## config.mk

```make
export PLATFORM = sky130hd
export DESIGN_NAME = mmio_port_split
export DESIGN_NICKNAME = d
export VERILOG_FILES = /design/src/rtl/mmio_split_pkg.sv /design/src/rtl/mmio_dom_select.sv /design/src/rtl/mmio_split_decide.sv /design/src/rtl/mmio_port_split.sv
export SDC_FILE = /design/constraint.sdc
export NUM_CORES = 1
export LEC_CHECK = 0
export BUFFER_PORTS_ARGS = -buffer_cell sky130_fd_sc_hd__buf_4
export CAP_MARGIN = 10
export CORE_AREA = 3 3 60 56
export DETAILED_ROUTE_END_ITERATION = 8
export DIE_AREA = 0 0 63 59
export PLACE_DENSITY = 0.9
export SETUP_SLACK_MARGIN = 0.4
export SYNTH_ARGS = -nofsm -noshare
export SYNTH_HDL_FRONTEND = slang
export SYNTH_SLANG_ARGS = --single-unit
```

## constraint.sdc

```tcl
create_clock -name clk -period 5.7 [get_ports clk]
set_input_delay 1.14 -clock clk [delete_from_list [all_inputs] [get_ports clk]]
set_output_delay 1.14 -clock clk [all_outputs]
set_load 0.01 [all_outputs]
```

## src/rtl/mmio_split_pkg.sv

```systemverilog
// Package: shared codes for the MMIO port splitter.
// Assumes a two-bit attribute field and two-bit range modes.
package mmio_split_pkg;
    localparam logic [1:0] ATTR_MMIO = 2'b10;

    typedef enum logic [1:0] {
        MODE_ALL0  = 2'b00,
        MODE_ALL1  = 2'b01,
        MODE_SPLIT = 2'b10,
        MODE_RSVD  = 2'b11
    } range_mode_e;
endpackage

```

## src/rtl/mmio_dom_select.sv

```systemverilog
// Module: picks one domain's boundaries and modes out of the flat buses.
// Assumes an index at or above NUM_DOM selects all-zero settings.
module mmio_dom_select #(
    parameter int NUM_DOM = 4,
    parameter int LO_W    = 6,
    parameter int HI_W    = 8,
    localparam int DOM_W  = (NUM_DOM > 1) ? $clog2(NUM_DOM) : 1
) (
    input  logic [DOM_W-1:0]        dom,
    input  logic [NUM_DOM*LO_W-1:0] lo_bound_flat,
    input  logic [NUM_DOM*HI_W-1:0] hi_bound_flat,
    input  logic [NUM_DOM*2-1:0]    lo_mode_flat,
    input  logic [NUM_DOM*2-1:0]    hi_mode_flat,
    output logic [LO_W-1:0]         lo_bound,
    output logic [HI_W-1:0]         hi_bound,
    output logic [1:0]              lo_mode,
    output logic [1:0]              hi_mode
);
    logic [LO_W-1:0] lo_b_arr [NUM_DOM];
    logic [HI_W-1:0] hi_b_arr [NUM_DOM];
    logic [1:0]      lo_m_arr [NUM_DOM];
    logic [1:0]      hi_m_arr [NUM_DOM];

    // Unpack each domain's fields into arrays.
    for (genvar d = 0; d < NUM_DOM; d++) begin : g_unpack
        assign lo_b_arr[d] = lo_bound_flat[d*LO_W +: LO_W];
        assign hi_b_arr[d] = hi_bound_flat[d*HI_W +: HI_W];
        assign lo_m_arr[d] = lo_mode_flat[d*2 +: 2];
        assign hi_m_arr[d] = hi_mode_flat[d*2 +: 2];
    end

    // Select the requested domain, or zeros when the index is out of range.
    always_comb begin
        lo_bound = '0;
        hi_bound = '0;
        lo_mode  = '0;
        hi_mode  = '0;
        if (int'(dom) < NUM_DOM) begin
            lo_bound = lo_b_arr[dom];
            hi_bound = hi_b_arr[dom];
            lo_mode  = lo_m_arr[dom];
            hi_mode  = hi_m_arr[dom];
        end
    end
endmodule

```

## src/rtl/mmio_split_decide.sv

```systemverilog
// Module: combinational routing decision for one request.
// Assumes the upper part of a split range belongs to port 0.
module mmio_split_decide
    import mmio_split_pkg::*;
#(
    parameter int ADDR_W    = 40,
    parameter int LO_LSB    = 26,
    parameter int HI_LSB    = 32,
    localparam int LO_W     = HI_LSB - LO_LSB,
    localparam int HI_W     = ADDR_W - HI_LSB
) (
    input  logic [ADDR_W-1:0] addr,
    input  logic [1:0]        attr,
    input  logic [LO_W-1:0]   lo_bound,
    input  logic [HI_W-1:0]   hi_bound,
    input  logic [1:0]        lo_mode,
    input  logic [1:0]        hi_mode,
    output logic              pass,
    output logic              port
);
    logic        below_4g;
    logic [1:0]  mode;
    logic        at_or_above;

    // Choose the register set from the 4 GB test and compare against its boundary.
    always_comb begin
        below_4g    = (addr[ADDR_W-1:HI_LSB] == '0);
        mode        = below_4g ? lo_mode : hi_mode;
        at_or_above = below_4g ? (addr[HI_LSB-1:LO_LSB] >= lo_bound)
                               : (addr[ADDR_W-1:HI_LSB] >= hi_bound);
    end

    // Map the mode to a port, or flag non-MMIO traffic as pass-through.
    always_comb begin
        pass = (attr != ATTR_MMIO);
        port = 1'b0;
        if (!pass) begin
            unique case (range_mode_e'(mode))
                MODE_ALL1:  port = 1'b1;
                MODE_SPLIT: port = ~at_or_above;
                default:    port = 1'b0;
            endcase
        end
    end
endmodule

```

## src/rtl/mmio_port_split.sv

```systemverilog
// Module: top of the MMIO port splitter; registers the routing decision.
// Assumes one request per cycle and no back-pressure.
module mmio_port_split #(
    parameter int ADDR_W   = 40,
    parameter int NUM_DOM  = 4,
    parameter int LO_LSB   = 26,
    parameter int HI_LSB   = 32,
    localparam int DOM_W   = (NUM_DOM > 1) ? $clog2(NUM_DOM) : 1,
    localparam int LO_W    = HI_LSB - LO_LSB,
    localparam int HI_W    = ADDR_W - HI_LSB
) (
    input  logic                    clk,
    input  logic                    rst_n,
    input  logic                    req_valid,
    input  logic [ADDR_W-1:0]       req_addr,
    input  logic [1:0]              req_attr,
    input  logic [DOM_W-1:0]        req_dom,
    input  logic [NUM_DOM*LO_W-1:0] lo_bound_flat,
    input  logic [NUM_DOM*HI_W-1:0] hi_bound_flat,
    input  logic [NUM_DOM*2-1:0]    lo_mode_flat,
    input  logic [NUM_DOM*2-1:0]    hi_mode_flat,
    output logic                    out_valid,
    output logic                    out_pass,
    output logic                    out_port
);
    logic [LO_W-1:0] sel_lo_bound;
    logic [HI_W-1:0] sel_hi_bound;
    logic [1:0]      sel_lo_mode;
    logic [1:0]      sel_hi_mode;
    logic            nxt_pass;
    logic            nxt_port;

    mmio_dom_select #(
        .NUM_DOM (NUM_DOM),
        .LO_W    (LO_W),
        .HI_W    (HI_W)
    ) u_sel (
        .dom           (req_dom),
        .lo_bound_flat (lo_bound_flat),
        .hi_bound_flat (hi_bound_flat),
        .lo_mode_flat  (lo_mode_flat),
        .hi_mode_flat  (hi_mode_flat),
        .lo_bound      (sel_lo_bound),
        .hi_bound      (sel_hi_bound),
        .lo_mode       (sel_lo_mode),
        .hi_mode       (sel_hi_mode)
    );

    mmio_split_decide #(
        .ADDR_W (ADDR_W),
        .LO_LSB (LO_LSB),
        .HI_LSB (HI_LSB)
    ) u_dec (
        .addr     (req_addr),
        .attr     (req_attr),
        .lo_bound (sel_lo_bound),
        .hi_bound (sel_hi_bound),
        .lo_mode  (sel_lo_mode),
        .hi_mode  (sel_hi_mode),
        .pass     (nxt_pass),
        .port     (nxt_port)
    );

    // Register the decision; outputs stay zero when no request is present.
    always_ff @(posedge clk) begin
        if (!rst_n) begin
            out_valid <= 1'b0;
            out_pass  <= 1'b0;
            out_port  <= 1'b0;
        end else begin
            out_valid <= req_valid;
            out_pass  <= req_valid & nxt_pass;
            out_port  <= req_valid & nxt_port;
        end
    end
endmodule

```

### After elaboration in Yosys (flattened, before gate mapping)

Cells that the tools add are included.

* bits in registers: 3
* input port bits: 119
* output and inout bits: 3

* $lt $le $gt $ge: 3
* equality and inequality tests: 3
* muxes and demuxes: 16
* bitwise operators: 4
* reductions and logical operators: 1

Operators with widths (count)
* $bmux 8 s2: 1
* $mux 8: 2
* $bmux 6 s2: 1
* $mux 6: 2
* $mux 2: 5
* $bmux 2 s2: 2
* $ge 8x8->1: 1
* $logic_not 8->1: 1
* $ge 6x6->1: 1
* $ge 3x3->1 const B: 1
* $not 2->3: 1
* $and 1x1->1: 2
* $eq 2x1->1 const B: 1
* $eq 2x2->1 const B: 1
* $mux 1: 2
* $ne 2x2->1 const B: 1
* $pmux 1 s2: 1
* $not 1->1: 1

### Longest topological paths before layout

Gate-level depths: netlist (run 1).

* depth after elaboration: 10
* mapped depth: 9
* mapped depth without buffers: 8

### By module

From an unflattened synthesis (run 1), not the netlist that was laid out.

* cells, all modules: 88
* area, all modules: 1027.2 µm²

By module, submodules not included
* mmio_dom_select: instances 1, cells an instance 22, area each 476.7 µm², sequential area each 0.0 µm²
* mmio_split_decide: instances 1, cells an instance 60, area each 470.5 µm², sequential area each 0.0 µm²
* mmio_port_split: instances 1, cells an instance 6, area each 80.1 µm², sequential area each 60.1 µm²

### Worst setup path after synthesis (run 1)

OpenSTA, ideal clock, no wires.

* path type: input -> register
* from: in req_dom[0]
* to: reg out_port
* library setup time: 0.059 ns
* data arrival time: 3.207 ns
* required time: 5.641 ns
* setup slack: 2.433 ns
* stages: 8
* path buffers: 1
* path through: buf_6 mux4_2 mux2_4 ha_1 nor4b_4 o311ai_1 a2111oi_2 a221o_1

* longest elaborated chain between the ends: 10
* elaborated cells on any way between the ends: 23
* classes of those cells: 2 x order compare; 2 x eq/ne; 16 x mux; 3 x bitwise

Ends and longest elaborated chain
* start: declaration: line mmio_port_split.sv:17 `input logic [DOM_W-1:0] req_dom,`
* $not 2->3 (not written as such) (*)
* $bmux 8 s2 / $bmux 6 s2 (equally long branches): line mmio_dom_select.sv:40, mmio_dom_select.sv:39
* $mux 8 (not written as such) / $mux 6 (equally long branches) (2 in a row): line mmio_dom_select.sv:40, mmio_dom_select.sv:39
* $ge 8x8->1 / $ge 6x6->1 (equally long branches): line mmio_split_decide.sv:30, mmio_split_decide.sv:29
* $mux 1: line mmio_split_decide.sv:29 `at_or_above = below_4g ? (addr[HI_LSB-1:LO_LSB] >= lo_bound)`
* $not 1->1: line mmio_split_decide.sv:40 `MODE_SPLIT: port = ~at_or_above;`
* $pmux 1 s2 (*): line mmio_split_decide.sv:38 `unique case (range_mode_e'(mode))`
* $mux 1 (*): line mmio_split_decide.sv:37 `if (!pass) begin`
* $and 1x1->1 (*): line mmio_port_split.sv:73 `out_port <= req_valid & nxt_port;`
* end signal: assignment: line mmio_port_split.sv:73
* end: declaration: line mmio_port_split.sv:24 `output logic out_port`

Every way passes the cells marked *; elsewhere a longest branch is shown, timed or not. The select of a mux whose other input is x is not followed.
A chain may end at the register's enable or synchronous reset.

### Worst setup path in the final report (run 1)

Ends and elaborated chain as after synthesis.

==> results of run 1 <==
[cell usage after synthesis]
master / count / area, sq um
and4_1: 1 / 8.76
a221o_1: 1 / 10.0
nor4_2: 2 / 25.0
a21o_1: 2 / 15.0
o311ai_1: 1 / 8.76
nor4b_4: 1 / 23.8
dfxtp_1: 3 / 60.1
ha_1: 16 / 200
inv_2: 1 / 3.75
nand2_2: 1 / 6.26
mux2i_1: 1 / 10.0
a21oi_1: 4 / 20.0
nand2b_1: 1 / 6.26
mux2_4: 1 / 15.0
a211oi_1: 1 / 7.51
mux4_2: 13 / 293
inv_1: 18 / 67.6
nand2_1: 3 / 11.3
nor2_1: 1 / 3.75
o211ai_1: 1 / 7.51
buf_2: 1 / 5.00
mux4_1: 5 / 131
buf_4: 1 / 7.51
nand3_1: 1 / 5.00
clkbuf_1: 1 / 3.75
buf_6: 1 / 11.3
o21ai_0: 3 / 15.0
a2111oi_2: 1 / 15.0
[sequential cells by signal (all words and copies together) (netlist names)]
signal and flops:
out_valid 1, out_pass 1, out_port 1
[final cells by class]
type	instances	area (sq um)	share of cell area [%]
Inverter	19	71.3	4.05
Timing Repair Buffer	95	713	40.5
Sequential cell	3	60.1	3.41
Clock buffer	4	26.3	1.49
Tap cell	40	50.0	2.84
Multi-Input combinational cell	61	838	47.7
[report_power, final]
part           internal, mW  switching (mW)  total, mW  leakage, nW
Combinational        0.0759          0.0397      0.116        0.891
Clock                0.0262          0.0103     0.0365       0.0150
Sequential           0.0220        0.000195     0.0222       0.0247
Total                 0.124          0.0502      0.174        0.931
[routing by layer]
layer | wire length, um | vias to the layer above
li1 | - | 535
met1 | 1130 | 498
met2 | 1800 | 50
met3 | 258 | 6
met4 | 48 | 0
met5 | 0 | -
[kinds of logic after synthesis]
| group | share of synthesized area (%) |
|---|---|
| compound gates | 9.91 |
| fa+ha+maj | 20.1 |
| buf+inv | 9.91 |
| flops | 6.02 |
| mux | 45.0 |
| simple gates | 9.03 |
[critical path: cells and delay by family]
kind | cells | cell delay [ns]
mux | 2 | 0.83
compound gates | 3 | 0.61
buf+inv | 1 | 0.29
simple gates | 1 | 0.34
fa+ha+maj | 1 | 0.31
[path summary, 6_finish.rpt]
| check | start | endpoint | slack, ns | cells after the start |
|---|---|---|---|---|
| setup / recovery | req_dom[0] | out_port$_SDFF_PN0_ | 2.34 | 8 |
| hold / removal | req_attr[1] | out_pass$_SDFF_PN0_ | 1.09 | 2 |
==> qor.csv, run 1 <==
metric,value,unit
mapped cell area,997,sq um
Total Wirelength,3230,um
Syn. warnings,0,
most frequent cells in the layout,"95 x buf_4, 18 x inv_1, 16 x ha_1, 13 x mux4_2, 5 x mux4_1",
"Power, Total",0.174,mW
buffer depth of the longest clock path,2,
Die H,59,um
root buffer cell,clkbuf_4,
"CTS clk-pin slew, worst paths",0.03,ns
Final nets,318,
fmax,297,MHz
CP Capture Type,flip-flop,
Final WS setup,2.34,ns
post-DP HPWL,2960,um
Initial Util,36.0,%
final hold violation count,0,
port buffer count,95,
pin count of the biggest net entering global routing,19,
Detail Route Antenna Nets,0,
CP max-delay cell,mux4_2,
CTS tree,built,
DR vias,1089,
CP Launch Type,input port,
number of CTS-inserted buffers,3,
CP cell instances,"buf_4, mux4_2, mux2_4, ha_1, nor4b_4, o311ai_1, a2111oi_2, a221o_1",
final setup TNS,0,ns
Syn-to-layout area delta,76.4,%
CP Max Fanout,18,
Avg Inst Size Synth,11.5,sq um
gr busiest metal,met2,
status,completed,
fraction of layout cells with a size suffix above 1,64.8,%
post-synth net total,222,
total core area,2770,sq um
post-CTS setup buffer count,0,
GR Util met2,33.4,%
placed cell area,1730,sq um
Synth cell types,28,
M3 GR Usage,3.04,%
met1 Resource Use GR,18.7,%
fin crit share,59.0,%
Critical Path RT,5.87,ns
min cycle time layout,3.36,ns
Setup Viol. Count Final,0,
critical path arrival,3.54,ns
hold-fix buffers at CTS,0,
critical setup path kind,in2reg,
vias in the first global route,1179,
io pins,122,
die width,63,um
Final Cell Area,1760,sq um
htree depth,1,
Initial DRT Pass Iterations,4,
Mapped Cells,87,
peak supply drop,50.9,uV
fin. max-slew vios,0,
Power Dens Cells,99.1,nW/um^2
Seq cells post-synth,3,
DR DRC count,0,
Crit path largest cell delay,0.54,ns
number of max-cap violations,0,
Static Leak,0.931,nW
minimum hold slack,1.09,ns
global-route wire length before repair,4900,um
RSZ-0062 raised after global routing,no,
Layout Cells excl Fill,222,
Post-Place Setup Slack,2.08,ns
Hold WC Path Type,in2reg,
Global Route Usage Sum,17.1,%
wire per inst,14.6,um
Final Core Density,63.5,%
remaining global-route overflow,0,
standard-cell rows,18,
clk sink count,3,
ant diodes,0,
Fillers,245,
Via density,4.91,
Placed Cells,218,
initial antenna violation count,0,
Die ar.,3720,sq um
"most common cell after layout, fill and taps aside",buf_4,
post-cts resize count,0,
initial DRC count,19,
"Seq/Total Area, Yosys",6.02,%
Relative slew margins,78.7,%
Slew @ Worst Pin,0.314,ns
gp weighted congestion,0.724,
No activity file was read; power rests on OpenSTA's default activity.
==> inputs of run 2 (changes only) <==
--- a/config.mk
+++ b/config.mk
@@ -5,12 +5,13 @@
 export SDC_FILE = /design/constraint.sdc
 export NUM_CORES = 1
 export LEC_CHECK = 0
+export ABC_AREA = 1
 export BUFFER_PORTS_ARGS = -buffer_cell sky130_fd_sc_hd__buf_4
 export CAP_MARGIN = 10
-export CORE_AREA = 3 3 60 56
+export CORE_AREA = 3 3 65 61
 export DETAILED_ROUTE_END_ITERATION = 8
-export DIE_AREA = 0 0 63 59
-export PLACE_DENSITY = 0.9
+export DIE_AREA = 0 0 68 64
+export PLACE_DENSITY = 0.82
 export SETUP_SLACK_MARGIN = 0.4
 export SYNTH_ARGS = -nofsm -noshare
 export SYNTH_HDL_FRONTEND = slang
==> constraint.sdc (replaced) <==
create_clock -name clk -period 3.4 [get_ports clk]
set_input_delay 0.68 -clock clk [delete_from_list [all_inputs] [get_ports clk]]
set_output_delay 0.68 -clock clk [all_outputs]
set_load 0.01 [all_outputs]
==> run 2 against run 1 <==
Compared with the run above: total power grew 100%; non-clock buffer count is the same; sequential share of layout area shrank 0.15 points; largest cell class unchanged; largest power group unchanged.
==> qor.csv, run 2 <==
metric,value,unit
min cycle time layout,2.32,ns
clk sink count,3,
Via density,4.66,
DR DRC count,0,
"most common cell after layout, fill and taps aside",buf_4,
NetSw,0.113,mW
Setup Viol. Count Final,0,
Total Wirelength,3420,um
Avg Inst Size Synth,6.00,sq um
Slew @ Worst Pin,0.495,ns
fin. max-slew vios,0,
wire per inst,10.6,um
Syn-to-layout area delta,61.5,%
Global Route Usage Sum,15.6,%
status,completed,
biggest regs,"out_pass: 1 flops, out_port: 1 flops, out_valid: 1 flops",
critical setup path kind,in2reg,
number of CTS-inserted buffers,3,
CP max-delay cell,inv_2,
Clk pwr share,29.2,%
number of max-cap violations,0,
"Top FF cell, synth",dfxtp_1,
Final WS setup,1.08,ns
DR vias,1506,
Seq pwr share,10.6,%
port buffer count,95,
CP Max Fanout,31,
Critical Path RT,3.55,ns
Post-Place Setup Slack,0.838,ns
Die ar.,4350,sq um
"Seq/Total Area, Yosys",5.27,%
fraction of layout cells with a size suffix above 1,36.9,%
vias in the first global route,1352,
Logic pwr share,60.2,%
gp weighted congestion,0.804,
Seq cells post-synth,3,
CTS tree,built,
ant diodes,0,
Die H,64,um
RSZ-0062 raised after global routing,no,
Hold Path Stages,3,
initial antenna violation count,0,
peak supply drop,223,uV
final hold violation count,0,
"top cells by count, synth","71 x nand2_1, 20 x a21oi_1, 19 x inv_1, 18 x nor2_1, 16 x ha_1",
standard-cell rows,20,
post-synth net total,325,
Mapped Cells,190,
Final nets,415,
CP Launch Type,input port,
CP Capture Type,flip-flop,
main area contributors after synthesis,"nand2_1 23%, ha_1 18%, a32o_1 11%, a21oi_1 8.8%, inv_1 6.3%",
Final Core Density,54.9,%
buffer depth of the longest clock path,2,
Int Pwr,0.238,mW
most frequent cells in the layout,"95 x buf_4, 71 x nand2_1, 20 x a21oi_1, 19 x inv_1, 18 x nor2_1",
post-DP HPWL,2830,um
Syn. warnings,0,
"Power, Total",0.352,mW
Detail Route Antenna Nets,0,
Synth top area share,23.4,%
initial DRC count,56,
Static Leak,1.01,nW
htree depth,1,
Relative slew margins,67.0,%
hold-fix buffers at CTS,0,
global-route wire length before repair,5440,um
root buffer cell,clkbuf_8,
critical path arrival,2.47,ns
CP cell instances,"buf_4, inv_2, a21oi_1, a32o_1, ha_1, nand2_1, inv_1, a21oi_1, nand2_1, a21oi_1, nand2_1, a21oi_1",
"CTS clk-pin slew, worst paths",0.03,ns
mapped cell area,1140,sq um
post-CTS setup buffer count,0,
number of synthesized flops with an enable pin,0,
Hold WC Path Type,in2reg,
remaining global-route overflow,0,
io pins,122,
post-cts resize count,0,
fmax,432,MHz
Placed Cells,319,
Initial DRT Pass Iterations,6,
Crit path largest cell delay,0.37,ns
pin count of the biggest net entering global routing,38,
Initial Util,34.0,%
total core area,3350,sq um
Switching Fraction,32.3,%
most frequent CP cell,a21oi_1,
dominant cell type by area after synthesis,nand2_1,
final setup TNS,0,ns
Layout Cells excl Fill,323,
"CP delay by family, top",compound AO/OA/AOI/OAI gates,
ys async rst share,0,%
most common cell in the netlist,nand2_1,
die width,68,um
Power Dens Cells,191,nW/um^2
CP Buf/Inv Count,3,
Levels on crit path,12,
Synth cell types,21,
fin crit share,68.2,%
==> run 2: cell types whose count changed in the layout (fill, tap and decap cells not counted), sizes merged, moves of 2 or more <==
cell,before,now
a21o,2,0
a21oi,4,20
a32o,0,13
inv,19,21
mux4,18,0
nand2,4,71
nor2,1,19
nor4,2,0
o21ai,3,10
o22ai,0,4
==> run 2: per-stage QoR <==
step                      hold slack, ns  instance area, sq um
final                              0.693                  1840
after global routing               0.718                  1840
after CTS                          0.691                  1840
after detailed placement           0.912                  1800
after global placement             0.909                  1800
after floorplan                    0.810                  1140
==> run 2: cell families (layout without fill, tap and decap cells) <==
| family | count (synthesis) | in the layout | synth area share [%] |
|---|---|---|---|
| fa+ha+maj | 16 | 16 | 17.6 |
| flops | 3 | 3 | 5.27 |
| simple gates | 91 | 91 | 31.0 |
| buf+inv | 31 | 120 | 17.5 |
| compound gates | 49 | 49 | 28.8 |
==> run 2: layer usage <==
metal	vias up	share of wire, %	track usage (%)
met5	-	0	0
met4	0	0.85	3.72
met3	2	6.6	2.81
met2	48	50	26.5
met1	641	42	19.8
li1	815	-	-
==> run 2: final timing paths <==
kind	startpoint	to	slack, ns
worst max-delay path	req_dom[1]	out_port$_SDFF_PN0_	1.08
worst min-delay path	req_valid	out_valid$_SDFF_PN0_	0.69
==> run 2: area by class of cell <==
cell class | instances | area (sq um)
fillers | 355 | 1510
multi-input cells | 156 | 881
repair buffers | 95 | 713
inverters | 21 | 86.3
flip-flops and latches | 3 | 60.1
well taps | 44 | 55.1
clock buffers | 4 | 45.0
==> run 2: worst min-delay path, stage by stage <==
cell and delay [ns]:
buf_4 0.07, nand2_1 0.05, inv_1 0.06
==> run 2: power groups by stage <==
stage | Combinational, mW | Clock [mW] | Sequential [mW]
3_5_place_dp | 0.213 | 0 | 0.0377
2_1_floorplan | 0.120 | 0 | 0.0385
3_3_place_gp | 0.209 | 0 | 0.0377
4_1_cts | 0.214 | 0.106 | 0.0372
5_1_grt | 0.244 | 0.107 | 0.0373
6_report | 0.212 | 0.103 | 0.0372
==> inputs of run 3 (changes only) <==
==> constraint.sdc (replaced) <==
create_clock -name clk -period 2.2 [get_ports clk]
set_input_delay 0.44 -clock clk [delete_from_list [all_inputs] [get_ports clk]]
set_output_delay 0.44 -clock clk [all_outputs]
set_load 0.01 [all_outputs]
==> run 3 against run 2 <==
Compared with the run above: hold slack got worse by 0.24 ns; clock power increased by 61%; final cell count grew 3.4%; combinational power rose by 85%; critical endpoint unchanged.
==> qor.csv, run 3 (synthesis gave the netlist of run 2 again) <==
metric,value,unit
status,completed,
Initial Util,34.0,%
Crit path largest cell delay,0.28,ns
pin count of the biggest net entering global routing,30,
critical path arrival,1.84,ns
Syn-to-layout area delta,82.8,%
Relative slew margins,89.0,%
CP Launch Type,input port,
vias in the first global route,1437,
Via density,4.88,
fin crit share,78.6,%
"CP delay by family, top",compound AO/OA/AOI/OAI gates,
Total Wirelength,4090,um
Power Dens Cells,296,nW/um^2
hold-fix buffers at CTS,0,
global-route wire length before repair,5880,um
total core area,3350,sq um
RSZ-0062 raised after global routing,yes,
CP Capture Type,flip-flop,
final hold violation count,0,
Fillers,323,
DR vias,1629,
Die ar.,4350,sq um
critical setup path kind,in2reg,
root buffer cell,clkbuf_8,
standard-cell rows,20,
CP max-delay cell,a32o_1,
buffer depth of the longest clock path,2,
"most common cell after layout, fill and taps aside",buf_4,
CTS tree,built,
CP Buf/Inv Count,3,
Detail Route Antenna Nets,0,
minimum hold slack,0.454,ns
Slew @ Worst Pin,0.165,ns
Initial DRT Pass Iterations,4,
number of max-cap violations,0,
io pins,122,
number of CTS-inserted buffers,3,
ant diodes,0,
remaining global-route overflow,0,
Die H,64,um
die width,68,um
initial DRC count,32,
port buffer count,95,
"CTS clk-pin slew, worst paths",0.03,ns
min cycle time layout,1.73,ns
CP cell instances,"buf_6, clkinv_8, buf_4, a32o_1, ha_4, nand2_1, o21a_1, nand2_1, nand2_1, nand2_1, a21oi_1",
Critical Path RT,2.31,ns
fin. max-slew vios,0,
fraction of layout cells with a size suffix above 1,43.1,%
DR DRC count,0,
htree depth,1,
gp weighted congestion,0.865,
wire per inst,12.2,um
post-DP HPWL,3090,um
final setup TNS,0,ns
Static Leak,1.10,nW
Setup Viol. Count Final,0,
Global Route Usage Sum,16.8,%
Hold WC Path Type,in2reg,
CP Max Fanout,11,
fmax,578,MHz
Final nets,426,
most frequent CP cell,nand2_1,
biggest regs,"out_pass: 1 flops, out_port: 1 flops, out_valid: 1 flops",
peak supply drop,217,uV
initial antenna violation count,0,
clk sink count,3,
most frequent cells in the layout,"100 x buf_4, 68 x nand2_1, 19 x inv_1, 18 x nor2_1, 17 x a21oi_1",
[run 3: through the flow]
stage               power (mW)  setup WS [ns]  util (%)  instances  cell area (sq um)
finish                   0.616          0.471      62.1        334               2080
global route             0.671          0.384      62.1        334               2080
CTS                      0.570          0.401      56.6        328               1900
detailed placement       0.397         0.0282      54.7        324               1830
global placement         0.389         0.0494      54.7        324               1830
floorplan                0.246          0.218         -        190               1140
[run 3: final timing paths]
path	cells past startpoint	from	slack (ns)	endpoint
setup / recovery	11	req_dom[1]	0.47	out_port$_SDFF_PN0_
hold / removal	3	req_valid	0.45	out_valid$_SDFF_PN0_
[run 3: area by class of cell]
cell class / count / area (sq um) / share of cell area [%]
Multi-Input combinational cell: 156 / 951 / 45.6
Timing Repair Buffer: 104 / 835 / 40.1
Inverter: 21 / 118 / 5.65
Sequential cell: 3 / 60.1 / 2.88
Tap cell: 44 / 55.1 / 2.64
Clock buffer: 4 / 45.0 / 2.16
Timing Repair inverter: 2 / 20.0 / 0.961
[run 3: layer usage]
| metal | vias to the layer above | wire length (um) | global-route usage (%) | part of all wire, % |
|---|---|---|---|---|
| li1 | 838 | - | - | - |
| met1 | 732 | 1620 | 19.7 | 40 |
| met2 | 53 | 2170 | 31.4 | 53 |
| met3 | 6 | 245 | 1.93 | 6.0 |
| met4 | 0 | 54 | 3.97 | 1.3 |
| met5 | - | 0 | 0 | 0 |
[run 3: report_power, final]
| group | total [mW] | internal, mW | switching [mW] |
|---|---|---|---|
| Clock | 0.166 | 0.124 | 0.0417 |
| Sequential | 0.0577 | 0.0570 | 0.000656 |
| Combinational | 0.393 | 0.226 | 0.167 |
| Total | 0.616 | 0.407 | 0.210 |
[run 3: repair_timing]
action / CTS / global route
endpoints found under the hold margin: 0 / 0
pin swaps: 0 / 6
gates resized for setup: 6 / 20
setup buffers: 0 / 3
endpoints found under the setup margin: 1 / 1
cloned: 0 / 3
